[config.mk]
export PLATFORM = sky130hd
export DESIGN_NAME = kpd_cmd_decoder
export DESIGN_NICKNAME = d
export VERILOG_FILES = /design/src/rtl/kpd_cmd_pkg.sv /design/src/rtl/kpd_byte_seq.sv /design/src/rtl/kpd_arg_check.sv /design/src/rtl/kpd_split_word.sv /design/src/rtl/kpd_reg_bank.sv /design/src/rtl/kpd_cmd_decoder.sv
export SDC_FILE = /design/constraint.sdc
export NUM_CORES = 1
export LEC_CHECK = 0
export ABC_AREA = 1
export CORE_MARGIN = 2
export CORE_UTILIZATION = 52
export CTS_CLUSTER_SIZE = 14
export DETAILED_ROUTE_END_ITERATION = 10
export PLACE_DENSITY = 0.85
export SETUP_SLACK_MARGIN = 0.1
export SLEW_MARGIN = 10
export SYNTH_ARGS = -nofsm -noshare
export SYNTH_HDL_FRONTEND = slang
export SYNTH_SLANG_ARGS = --single-unit
[constraint.sdc]
create_clock -name clk -period 4.5 [get_ports clk]
set_input_delay 1.35 -clock clk [delete_from_list [all_inputs] [get_ports clk]]
set_output_delay 1.35 -clock clk [all_outputs]
set_load 0.005 [all_outputs]
[src/rtl/kpd_cmd_pkg.sv]
package kpd_cmd_pkg;
   // command codes; the numbering is fixed by the host protocol
   localparam logic [7:0] C_ID_R    = 8'h80;
   localparam logic [7:0] C_CFG_W   = 8'h81;
   localparam logic [7:0] C_STAT_R  = 8'h82;
   localparam logic [7:0] C_SRST    = 8'h83;
   localparam logic [7:0] C_PULL_W  = 8'h84;
   localparam logic [7:0] C_DIR_W   = 8'h85;
   localparam logic [7:0] C_STATE_W = 8'h86;
   localparam logic [7:0] C_DIR_R   = 8'h87;
   localparam logic [7:0] C_STATE_R = 8'h88;
   localparam logic [7:0] C_ACT_W   = 8'h8B;
   localparam logic [7:0] C_ERR_R   = 8'h8C;
   localparam logic [7:0] C_DBN_W   = 8'h8F;
   localparam logic [7:0] C_SIZE_W  = 8'h90;
   localparam logic [7:0] C_SIZE_R  = 8'h91;
   localparam logic [7:0] C_CFG_R   = 8'h92;
   localparam logic [7:0] C_CLK_W   = 8'h93;
   localparam logic [7:0] C_CLK_R   = 8'h94;
   localparam logic [7:0] C_PARKED  = 8'hFF;

   localparam int NUM_WORDS = 3;
   localparam logic [7:0] WORD_CODES [NUM_WORDS] = '{C_PULL_W, C_DIR_W, C_STATE_W};

   // bit positions
   localparam int ERR_BADARG  = 0;
   localparam int ERR_UNKNOWN = 1;
   localparam int ST_ERROR    = 3;
   localparam int ST_NOINIT   = 4;

   function automatic logic is_delegated(input logic [7:0] c);
      return (c == 8'h89) || (c == 8'h8A) || (c == 8'h8E) ||
             (c == 8'h95) || (c == 8'h96) || (c == 8'h97);
   endfunction
endpackage

[src/rtl/kpd_byte_seq.sv]
module kpd_byte_seq #(
   parameter int BYTE_W = 8,
   parameter int CNT_W  = 4
) (
   input  logic              clk,
   input  logic              rst_n,
   input  logic              start_i,
   input  logic              wr_stb_i,
   input  logic [BYTE_W-1:0] wr_byte_i,
   input  logic              rd_stb_i,
   input  logic              retire_i,
   output logic [BYTE_W-1:0] cmd_o,
   output logic [CNT_W-1:0]  cnt_o,
   output logic              arg_stb_o,
   output logic              rd_go_o
);
   import kpd_cmd_pkg::*;
   localparam logic [CNT_W-1:0] CNT_MAX = '1;

   logic step;
   assign step      = (wr_stb_i | rd_stb_i) & ~start_i;
   assign arg_stb_o = wr_stb_i & ~start_i & (cnt_o != '0);
   assign rd_go_o   = rd_stb_i & ~start_i;

   always_ff @(posedge clk or negedge rst_n) begin
      if (!rst_n) begin
         cnt_o <= '0;
         cmd_o <= BYTE_W'(C_PARKED);
      end else if (start_i) begin
         cnt_o <= '0;
      end else if (step) begin
         if (cnt_o != CNT_MAX) cnt_o <= cnt_o + 1'b1;
         if (wr_stb_i) begin
            if (cnt_o == '0)   cmd_o <= wr_byte_i;
            else if (retire_i) cmd_o <= BYTE_W'(C_PARKED);
         end
      end
   end
endmodule

[src/rtl/kpd_arg_check.sv]
module kpd_arg_check #(
   parameter int BYTE_W      = 8,
   parameter int CNT_W       = 4,
   parameter int KP_MIN      = 3,
   parameter int KP_ROWS_MAX = 12,
   parameter int KP_COLS_MAX = 8,
   parameter logic [BYTE_W-1:0] SRST_KEY = 8'hAA
) (
   input  logic [BYTE_W-1:0] cmd_i,
   input  logic [CNT_W-1:0]  cnt_i,
   input  logic [BYTE_W-1:0] arg_i,
   output logic              bad_o,
   output logic              unk_o,
   output logic              retire_o,
   output logic              srst_o
);
   import kpd_cmd_pkg::*;
   localparam int NIB = BYTE_W / 2;
   localparam logic [CNT_W-1:0] FIRST_ARG = CNT_W'(1);

   logic [NIB-1:0] rows, cols;
   assign rows = arg_i[NIB-1:0];
   assign cols = arg_i[BYTE_W-1:NIB];

   always_comb begin
      bad_o    = 1'b0;
      unk_o    = 1'b0;
      retire_o = 1'b0;
      srst_o   = 1'b0;
      unique case (cmd_i)
         C_CFG_W, C_ACT_W: retire_o = 1'b1;
         C_SRST: begin
            retire_o = 1'b1;
            srst_o   = (arg_i == SRST_KEY);
            bad_o    = (arg_i != SRST_KEY);
         end
         C_PULL_W, C_DIR_W, C_STATE_W: retire_o = (cnt_i != FIRST_ARG);
         C_DBN_W: begin
            retire_o = 1'b1;
            bad_o    = (arg_i == '0);
         end
         C_SIZE_W: begin
            retire_o = 1'b1;
            bad_o    = (int'(rows) < KP_MIN) || (int'(rows) > KP_ROWS_MAX) ||
                       (int'(cols) < KP_MIN) || (int'(cols) > KP_COLS_MAX);
         end
         C_CLK_W: begin
            retire_o = 1'b1;
            bad_o    = arg_i[1] ^ arg_i[0];
         end
         C_PARKED: bad_o = 1'b1;
         default:  unk_o = ~is_delegated(cmd_i);
      endcase
   end
endmodule

[src/rtl/kpd_split_word.sv]
module kpd_split_word #(
   parameter int BYTE_W = 8,
   parameter int WORD_W = 16
) (
   input  logic              clk,
   input  logic              rst_n,
   input  logic              ld_lo_i,
   input  logic              ld_hi_i,
   input  logic [BYTE_W-1:0] byte_i,
   output logic [WORD_W-1:0] word_o
);
   always_ff @(posedge clk or negedge rst_n) begin
      if (!rst_n)       word_o <= '0;
      else if (ld_lo_i) word_o <= WORD_W'(byte_i);
      else if (ld_hi_i) word_o[WORD_W-1 -: BYTE_W] <= word_o[WORD_W-1 -: BYTE_W] | byte_i;
   end
endmodule

[src/rtl/kpd_reg_bank.sv]
module kpd_reg_bank #(
   parameter int BYTE_W = 8,
   parameter int CNT_W  = 4,
   parameter int WORD_W = 16,
   parameter logic [BYTE_W-1:0] RST_CFG  = 8'h80,
   parameter logic [BYTE_W-1:0] RST_ACT  = 8'd125,
   parameter logic [BYTE_W-1:0] RST_DBN  = 8'd3,
   parameter logic [BYTE_W-1:0] RST_SIZE = 8'h33,
   parameter logic [BYTE_W-1:0] RST_CLK  = 8'h08,
   parameter logic [WORD_W-1:0] ID_VALUE = 16'h0400
) (
   input  logic              clk,
   input  logic              rst_n,
   input  logic              arg_stb_i,
   input  logic [BYTE_W-1:0] cmd_i,
   input  logic [CNT_W-1:0]  cnt_i,
   input  logic [BYTE_W-1:0] arg_i,
   input  logic              bad_i,
   input  logic              unk_i,
   input  logic              srst_i,
   input  logic              rd_go_i,
   input  logic [BYTE_W-1:0] ext_rd_data_i,
   output logic [BYTE_W-1:0] rd_data_o,
   output logic              ext_rd_o,
   output logic [BYTE_W-1:0] cfg_o,
   output logic [BYTE_W-1:0] active_o,
   output logic [BYTE_W-1:0] debounce_o,
   output logic [BYTE_W-1:0] size_o,
   output logic [BYTE_W-1:0] clock_o,
   output logic [WORD_W-1:0] pull_o,
   output logic [WORD_W-1:0] dir_o,
   output logic [WORD_W-1:0] state_o,
   output logic [BYTE_W-1:0] err_o,
   output logic [BYTE_W-1:0] status_o,
   output logic              irq_n_o
);
   import kpd_cmd_pkg::*;
   localparam logic [CNT_W-1:0] IDX_LO = CNT_W'(1);
   localparam logic [CNT_W-1:0] IDX_HI = CNT_W'(2);
   localparam logic [BYTE_W-1:0] ST_RESET = BYTE_W'(1) << ST_NOINIT;

   function automatic logic [BYTE_W-1:0] pick(input logic [WORD_W-1:0] w,
                                               input logic [CNT_W-1:0] i);
      logic [WORD_W-1:0] s;
      s = w >> (BYTE_W * int'(i));
      return s[BYTE_W-1:0];
   endfunction

   // ---------------- GPIO words ----------------
   logic [WORD_W-1:0] words [NUM_WORDS];
   for (genvar g = 0; g < NUM_WORDS; g++) begin : g_word
      logic hit;
      assign hit = arg_stb_i && (cmd_i == BYTE_W'(WORD_CODES[g]));
      kpd_split_word #(.BYTE_W(BYTE_W), .WORD_W(WORD_W)) u_word (
         .clk     (clk),
         .rst_n   (rst_n),
         .ld_lo_i (hit && (cnt_i == IDX_LO)),
         .ld_hi_i (hit && (cnt_i == IDX_HI)),
         .byte_i  (arg_i),
         .word_o  (words[g])
      );
   end
   assign pull_o  = words[0];
   assign dir_o   = words[1];
   assign state_o = words[2];

   // ---------------- read path ----------------
   logic [BYTE_W-1:0] rd_val;
   logic              rd_unk, rd_ext;
   always_comb begin
      rd_val = '0;
      rd_unk = 1'b0;
      rd_ext = 1'b0;
      unique case (cmd_i)
         C_ID_R:    rd_val = pick(ID_VALUE, cnt_i);
         C_STAT_R:  rd_val = pick(WORD_W'(status_o), cnt_i);
         C_DIR_R:   rd_val = pick(dir_o, cnt_i);
         C_STATE_R: rd_val = pick(state_o, cnt_i);
         C_ERR_R:   rd_val = err_o;
         C_SIZE_R:  rd_val = size_o;
         C_CFG_R:   rd_val = {{(BYTE_W-4){1'b0}}, cfg_o[3:0]};
         C_CLK_R:   rd_val = {clock_o[BYTE_W-1:2], 2'b10};
         default: begin
            rd_ext = is_delegated(cmd_i);
            rd_unk = ~rd_ext;
            rd_val = rd_ext ? ext_rd_data_i : '0;
         end
      endcase
   end
   assign ext_rd_o = rd_go_i & rd_ext;

   // ---------------- flags ----------------
   logic [BYTE_W-1:0] err_set, status_n;
   logic              cfg_wr;
   assign cfg_wr = arg_stb_i && (cmd_i == C_CFG_W);

   always_comb begin
      err_set              = '0;
      err_set[ERR_BADARG]  = arg_stb_i & bad_i;
      err_set[ERR_UNKNOWN] = (arg_stb_i & unk_i) | (rd_go_i & rd_unk);
      status_n = status_o;
      if (arg_stb_i && srst_i)  status_n = ST_RESET;
      else if (cfg_wr)          status_n = '0;
      else if (rd_go_i && (cmd_i == C_STAT_R) && !status_o[ST_NOINIT])
                                status_n = '0;
      else if (err_set != '0)   status_n[ST_ERROR] = 1'b1;
   end

   assign irq_n_o = (status_o == '0);

   always_ff @(posedge clk or negedge rst_n) begin
      if (!rst_n) begin
         err_o      <= '0;
         status_o   <= ST_RESET;
         cfg_o      <= RST_CFG;
         active_o   <= RST_ACT;
         debounce_o <= RST_DBN;
         size_o     <= RST_SIZE;
         clock_o    <= RST_CLK;
         rd_data_o  <= '0;
      end else begin
         err_o    <= err_o | err_set;
         status_o <= status_n;
         if (rd_go_i) rd_data_o <= rd_val;
         if (arg_stb_i && srst_i) begin
            cfg_o      <= RST_CFG;
            active_o   <= RST_ACT;
            debounce_o <= RST_DBN;
            size_o     <= RST_SIZE;
            clock_o    <= RST_CLK;
         end else if (arg_stb_i) begin
            if (cmd_i == C_CFG_W)  cfg_o      <= arg_i;
            if (cmd_i == C_ACT_W)  active_o   <= arg_i;
            if (cmd_i == C_DBN_W)  debounce_o <= arg_i;
            if (cmd_i == C_SIZE_W) size_o     <= arg_i;
            if (cmd_i == C_CLK_W)  clock_o    <= arg_i;
         end
      end
   end
endmodule

[src/rtl/kpd_cmd_decoder.sv]
module kpd_cmd_decoder #(
   parameter int BYTE_W      = 8,
   parameter int WORD_W      = 16,
   parameter int CNT_W       = 4,
   parameter int KP_MIN      = 3,
   parameter int KP_ROWS_MAX = 12,
   parameter int KP_COLS_MAX = 8,
   parameter logic [7:0]  SRST_KEY = 8'hAA,
   parameter logic [7:0]  RST_CFG  = 8'h80,
   parameter logic [7:0]  RST_ACT  = 8'd125,
   parameter logic [7:0]  RST_DBN  = 8'd3,
   parameter logic [7:0]  RST_SIZE = 8'h33,
   parameter logic [7:0]  RST_CLK  = 8'h08,
   parameter logic [15:0] ID_VALUE = 16'h0400
) (
   input  logic              clk,
   input  logic              rst_n,
   input  logic              bus_start_i,
   input  logic              wr_stb_i,
   input  logic [BYTE_W-1:0] wr_byte_i,
   input  logic              rd_stb_i,
   input  logic [BYTE_W-1:0] ext_rd_data_i,
   output logic [BYTE_W-1:0] rd_data_o,
   output logic              ext_rd_o,
   output logic [BYTE_W-1:0] cmd_o,
   output logic [CNT_W-1:0]  byte_idx_o,
   output logic              arg_stb_o,
   output logic [BYTE_W-1:0] arg_o,
   output logic [BYTE_W-1:0] cfg_o,
   output logic [BYTE_W-1:0] active_o,
   output logic [BYTE_W-1:0] debounce_o,
   output logic [BYTE_W-1:0] size_o,
   output logic [BYTE_W-1:0] clock_o,
   output logic [WORD_W-1:0] pull_o,
   output logic [WORD_W-1:0] dir_o,
   output logic [WORD_W-1:0] state_o,
   output logic [BYTE_W-1:0] err_o,
   output logic [BYTE_W-1:0] status_o,
   output logic              irq_n_o
);
   // elaboration-time parameter checks
   if (BYTE_W != 8) begin : g_bad_byte
      $error("kpd_cmd_decoder: command codes need BYTE_W of 8");
   end
   if (WORD_W != 2 * BYTE_W) begin : g_bad_word
      $error("kpd_cmd_decoder: GPIO words are two bytes wide");
   end
   if (CNT_W < 2) begin : g_bad_cnt
      $error("kpd_cmd_decoder: counter must reach index 2");
   end
   if (KP_MIN > KP_COLS_MAX || KP_ROWS_MAX >= (1 << (BYTE_W / 2))) begin : g_bad_kp
      $error("kpd_cmd_decoder: keypad limits do not fit a nibble");
   end

   logic bad, unk, retire, srst, rd_go;

   kpd_byte_seq #(.BYTE_W(BYTE_W), .CNT_W(CNT_W)) u_seq (
      .clk       (clk),
      .rst_n     (rst_n),
      .start_i   (bus_start_i),
      .wr_stb_i  (wr_stb_i),
      .wr_byte_i (wr_byte_i),
      .rd_stb_i  (rd_stb_i),
      .retire_i  (retire),
      .cmd_o     (cmd_o),
      .cnt_o     (byte_idx_o),
      .arg_stb_o (arg_stb_o),
      .rd_go_o   (rd_go)
   );

   assign arg_o = wr_byte_i;

   kpd_arg_check #(
      .BYTE_W(BYTE_W), .CNT_W(CNT_W), .KP_MIN(KP_MIN),
      .KP_ROWS_MAX(KP_ROWS_MAX), .KP_COLS_MAX(KP_COLS_MAX), .SRST_KEY(SRST_KEY)
   ) u_check (
      .cmd_i    (cmd_o),
      .cnt_i    (byte_idx_o),
      .arg_i    (wr_byte_i),
      .bad_o    (bad),
      .unk_o    (unk),
      .retire_o (retire),
      .srst_o   (srst)
   );

   kpd_reg_bank #(
      .BYTE_W(BYTE_W), .CNT_W(CNT_W), .WORD_W(WORD_W),
      .RST_CFG(RST_CFG), .RST_ACT(RST_ACT), .RST_DBN(RST_DBN),
      .RST_SIZE(RST_SIZE), .RST_CLK(RST_CLK), .ID_VALUE(ID_VALUE)
   ) u_bank (
      .clk           (clk),
      .rst_n         (rst_n),
      .arg_stb_i     (arg_stb_o),
      .cmd_i         (cmd_o),
      .cnt_i         (byte_idx_o),
      .arg_i         (wr_byte_i),
      .bad_i         (bad),
      .unk_i         (unk),
      .srst_i        (srst),
      .rd_go_i       (rd_go),
      .ext_rd_data_i (ext_rd_data_i),
      .rd_data_o     (rd_data_o),
      .ext_rd_o      (ext_rd_o),
      .cfg_o         (cfg_o),
      .active_o      (active_o),
      .debounce_o    (debounce_o),
      .size_o        (size_o),
      .clock_o       (clock_o),
      .pull_o        (pull_o),
      .dir_o         (dir_o),
      .state_o       (state_o),
      .err_o         (err_o),
      .status_o      (status_o),
      .irq_n_o       (irq_n_o)
   );
endmodule

# Word-level counts from Yosys, hierarchy flattened
# Cells that the tools add are included.
[classes] addsub=1 magnitude_cmp=4 eq_ne=30 n_shift=4 muxes=40 n_bitwise=17 reduce_logical=52
[op_table] operator="$mux 8" n=26
[op_table] operator="$eq 8x8->1 const B" n=25
[op_table] operator="$pmux 8 s8" n=1
[op_table] operator="$shr 16x7->8" n=2
[op_table] operator="$reduce_bool 2->1" n=13
[op_table] operator="$or 8x8->8" n=3
[op_table] operator="$logic_not 8->1" n=2
[op_table] operator="$mux 4" n=4
[op_table] operator="$logic_and 1x1->1" n=13
[op_table] operator="$reduce_and 2->1" n=6
[op_table] operator="$shr 11x7->8 const A" n=1
[op_table] operator="$reduce_or 10->1" n=1
[op_table] operator="$and 1x1->1" n=8
[op_table] operator="$gt 4x4->1 const B" n=2
[op_table] operator="$logic_or 1x1->1" n=8
[op_table] operator="$lt 4x2->1 const B" n=2
[op_table] operator="$ne 8x8->1 const B" n=1
[op_table] operator="$or 8x2->8" n=1
[op_table] operator="$reduce_bool 4->1" n=2
[op_table] operator="$reduce_or 8->1" n=1
[op_table] operator="$shr 8x7->8" n=1
[op_table] operator="$mux 1" n=6
[op_table] operator="$reduce_or 6->1" n=1
[op_table] operator="$pmux 1 s5" n=1
[op_table] operator="15 further kinds" n=17
[totals] regBits=124 output_inout_bits=135

# Longest topological paths before layout
[logic_depth] word_depth=15 depth_mapped=13

# Modules after synthesis
# A second synthesis with hierarchy kept.
[unflattened] hier_cells=805 hier_area_um2=6231.0
[by_module_without_submodules] module="kpd_reg_bank" instances=1 cells_per_inst=424 area_per_inst_um2=3144.3 seq_area_each_um2=1320.0
[by_module_without_submodules] module="kpd_split_word" instances=3 cells_per_inst=67 area_per_inst_um2=635.6 seq_area_each_um2=400.4
[by_module_without_submodules] module="kpd_byte_seq" instances=1 cells_per_inst=76 area_per_inst_um2=673.1 seq_area_each_um2=310.3
[by_module_without_submodules] module="kpd_arg_check" instances=1 cells_per_inst=96 area_per_inst_um2=446.7 seq_area_each_um2=0.0
[by_module_without_submodules] module="kpd_cmd_decoder" instances=1 cells_per_inst=8 area_per_inst_um2=60.1 seq_area_each_um2=0.0

# Worst setup path after synthesis
# Ideal clock, no wire load.
[synth_path] path_type="input -> output" startpoint="input bus_start_i" endpoint="output ext_rd_o" t_arrival_ns=1.920 slack_ns=1.230 cell_stages=5 n_path_buf=0 cell_sequence="inv_2 > nand2_1 > inv_1 > nand3_1 > nor2_1"
[synth_between] elab_chain_cells=3
[synth_rtl] item="from (decl)" line="kpd_cmd_decoder.sv:18" text="input logic bus_start_i,"
[synth_rtl] item="$not 1->1 (no source line)"
[synth_rtl] item="$and 1x1->1" line="kpd_byte_seq.sv:23" text="assign rd_go_o = rd_stb_i & ~start_i;"
[synth_rtl] item="$and 1x1->1" line="kpd_reg_bank.sv:90" text="assign ext_rd_o = rd_go_i & rd_ext;"
[synth_rtl] item="to (decl)" line="kpd_cmd_decoder.sv:24" text="output logic ext_rd_o,"
# Every way passes these cells.

# Worst setup path in the final report
[layout_path] startpoint="input bus_start_i" endpoint="output arg_stb_o"
[layout_between] elab_chain_cells=3
[layout_rtl] item="$not 1->1 (no source line)"
[layout_rtl] item="$and 1x1->1 (2 in series)" line="kpd_byte_seq.sv:22" text="assign arg_stb_o = wr_stb_i & ~start_i & (cnt_o != '0);"
[layout_rtl] item="to (decl)" line="kpd_cmd_decoder.sv:27" text="output logic arg_stb_o,"
# Every way passes these cells.

==> impl_metrics.toml <==
[finish]
n_antenna_cell = 0
final_nets = 887
final_cell_area_sq_um = 7468
drive_gt1_share_pct = 11.11
syn_to_final_growth_pct = 30.87

[clock_network]
post_cts.repair.setup_buffers = 0
cts.sinks = 112
numCtsBuffers = 9
clock_latency_ps = 390
clock_path_buffers = 2
cts_max_level = 3
path_clk_slew_ps = 110
cts.hold.buffers_added = 0
cts_tree = "yes"
ctsRootBufferMaster = "clkbuf_8"
cts_resized = 0

[setup_path]
path_cells = "clkdlybuf4s50_1 -> inv_2 -> nand2_1 -> inv_1 -> nand2_2 -> inv_2 -> clkdlybuf4s50_1"
critPathArrivalTime_ps = 2950
worstPathMaxFanout = 10
critPathBufInv = 5
end_kind = "primary output"
cp_top_family = "buffers and inverters"
startpoint_type = "input port"
cp_slowest_cell = "clkdlybuf4s50_1"
max_stage_delay_ps = 560
worstSetupPathType = "input port to primary output"
required_ps = 3150

[yosys]
synth_flop_cell = "dfrtp_1"
avgSynthCellArea_sq_um = 7.970
netlist_area_sq_um = 5707
seq_area_frac_synth_pct = 49.62
synth_edf_count = 0
synth_largest_area_cell = "dfrtp_1"
syn-instance-count = 716
yosys-top-cells-area = "dfrtp_1 39%, nand2_1 12%, dfstp_2 11%, nand3_1 5.4%, inv_1 5.4%"
synth_top_area_share_pct = 39.03
synth_common_cells = "178 x nand2_1, 89 x dfrtp_1, 82 x inv_1"
synthArstFlopShare_pct = 100.0
yosysMostFrequentCell = "nand2_1"
ys_ff_latch = 112
synth_cell_type_count = 36
yosys_warnings = 0

[worst_hold_path]
hold_path.class = "register to register"

[sta]
setup_violations = 0
layout_min_cycle_time_ps = 4303
tightest_slew_ps = 1047
final.setup.tns_ps = 0
setup_slack_ps = 197.4
skew_ps = 6.878
relSlewSlack_pct = 30.21
final.period_utilization_pct = 95.61
hold_violations = 0
rsz0062_at_grt = "false"
fmax_mhz = 232.4
drv_slew = 0

[placed_design]
gp_congestion = 1.040
io_buffer_count = 143
placed_area_sq_um = 7221
dp_hpwl_mm = 12.95
place_ws_ps = 216.5

[floorplanning]
ios = 156
initial_core_util_pct = 52.88
core_area_sq_um = 10790
rows = 38
die_w_um = 108.8
die_h_um = 108.8
die-area_sq_um = 11830

[route]
avgViaCountPerCell = 5.563
wirelength_mm = 17.61
drtAntennaViolNets = 0
drc_errors = 0
dr.pass1.iters = 6
drt-initial-drc-count = 555
num_vias = 5585
wl_per_cell_um = 17.54

[grt]
overflow = 0
grt_max_degree = 85
grt_pass1_wl_mm = 27.53
grt_pass1_vias = 5388
antenna_found_initial = 0
grt_use_total_pct = 30.61

[flow_run]
cap_violations = 0

[pwr]
peakVddDrop_uv = 187.2
power_leakage_nw = 3.551
p_per_area_nw_per_um2 = 307.3

[outcome]
status = "finished, final reports clean"
==> metal layers <==
metal  part of all wire, %  up-vias  global-route usage [%]
met4                   2.9        0                   12.36
met3                    11       53                   5.798
met1                    39     2621                   41.05
met5                     0        -                       0
met2                    47      367                   49.24
li1                      -     2544                       -
==> through the flow <==
step | hold slack [ps] | instances | power, mW | util, %
finish | 485.7 | 1004 | 2.295 | 69.20
detailed placement | 471.5 | 988 | 1.561 | 66.90
floorplan | 459.3 | 727 | 1.346 | -
global placement | 467.8 | 988 | 1.546 | 66.90
CTS | 486.6 | 1004 | 2.291 | 69.20
global route | 513.8 | 1004 | 2.379 | 69.20
==> kinds of logic after synthesis <==
family          synth area share [%]
compound gates                 12.59
other cells                  0.06571
flops                          49.62
fa+ha+maj                      1.535
simple gates                   25.74
buf+inv                        10.46
==> state kept, by name (all words and copies together), names as in the netlist <==
signal,flops
u_bank.g_word.u_word.word_o,48
u_bank.cfg_o,8
u_seq.cmd_o,8
u_bank.err_o,2
u_bank.rd_data_o,8
u_bank.size_o,8
u_bank.status_o,2
u_bank.debounce_o,8
u_seq.cnt_o,4
u_bank.active_o,8
u_bank.clock_o,8
==> cell usage in the layout (no fill, tap or decap), types with 8 or more instances in the layout <==
cell type | synthesis | final
a21oi_1 | 40 | 40
buf_4 | 23 | 16
clkbuf_8 | 0 | 9
clkdlybuf4s50_1 | 0 | 142
conb_1 | 1 | 12
dfrtp_1 | 89 | 89
dfstp_2 | 23 | 23
inv_1 | 82 | 82
inv_2 | 11 | 11
nand2_1 | 178 | 178
nand3_1 | 62 | 62
nor2_1 | 61 | 61
o21a_1 | 9 | 9
o21ai_0 | 43 | 43
o21ai_1 | 15 | 15
o22ai_1 | 8 | 8
or2_2 | 8 | 8
==> cell type report <==
class | count | area, sq um
fill | 853 | 3324
sequential | 112 | 2831
multi-input combinational | 484 | 2320
timing repair buffer | 158 | 1541
inverter | 94 | 352.8
tap | 140 | 175.2
clock buffer | 9 | 123.9
clock inverter | 7 | 123.9
==> worst paths after layout <==
kind / to / startpoint / depth (start not counted) / slack (ps)
worst max-delay path: arg_stb_o / bus_start_i / 7 / 200
worst min-delay path: u_bank.cfg_o[7] / u_bank.cfg_o[7] / 2 / 490
worst max register to register: u_bank.g_word[2].u_word.word_o[4] / u_seq.cnt_o[0] / 8 / 1710
worst min register to register: u_bank.cfg_o[7] / u_bank.cfg_o[7] / 2 / 490
max in group asynchronous: u_bank.active_o[5] / rst_n / 2 / 2490
min in group asynchronous: u_bank.cfg_o[4] / rst_n / 1 / 1140
==> power breakdown <==
part	switching [mW]	leakage [nW]	total (mW)	internal [mW]
registers	0.0521	1.32	1.13	1.07
clock network	0.366	0.126	0.743	0.377
logic	0.244	2.10	0.425	0.181
total	0.663	3.55	2.29	1.63
==> worst reg2reg max path, stage by stage (launching register included) <==
cell and delay [ps]:
dfrtp_1 650, inv_2 200, ha_1 270, nand2_1 100, nand2_2 90, nor4_1 370, nand2_1 620, nand2_1 280
o21ai_2 80
No activity file was read; power rests on OpenSTA's default activity.
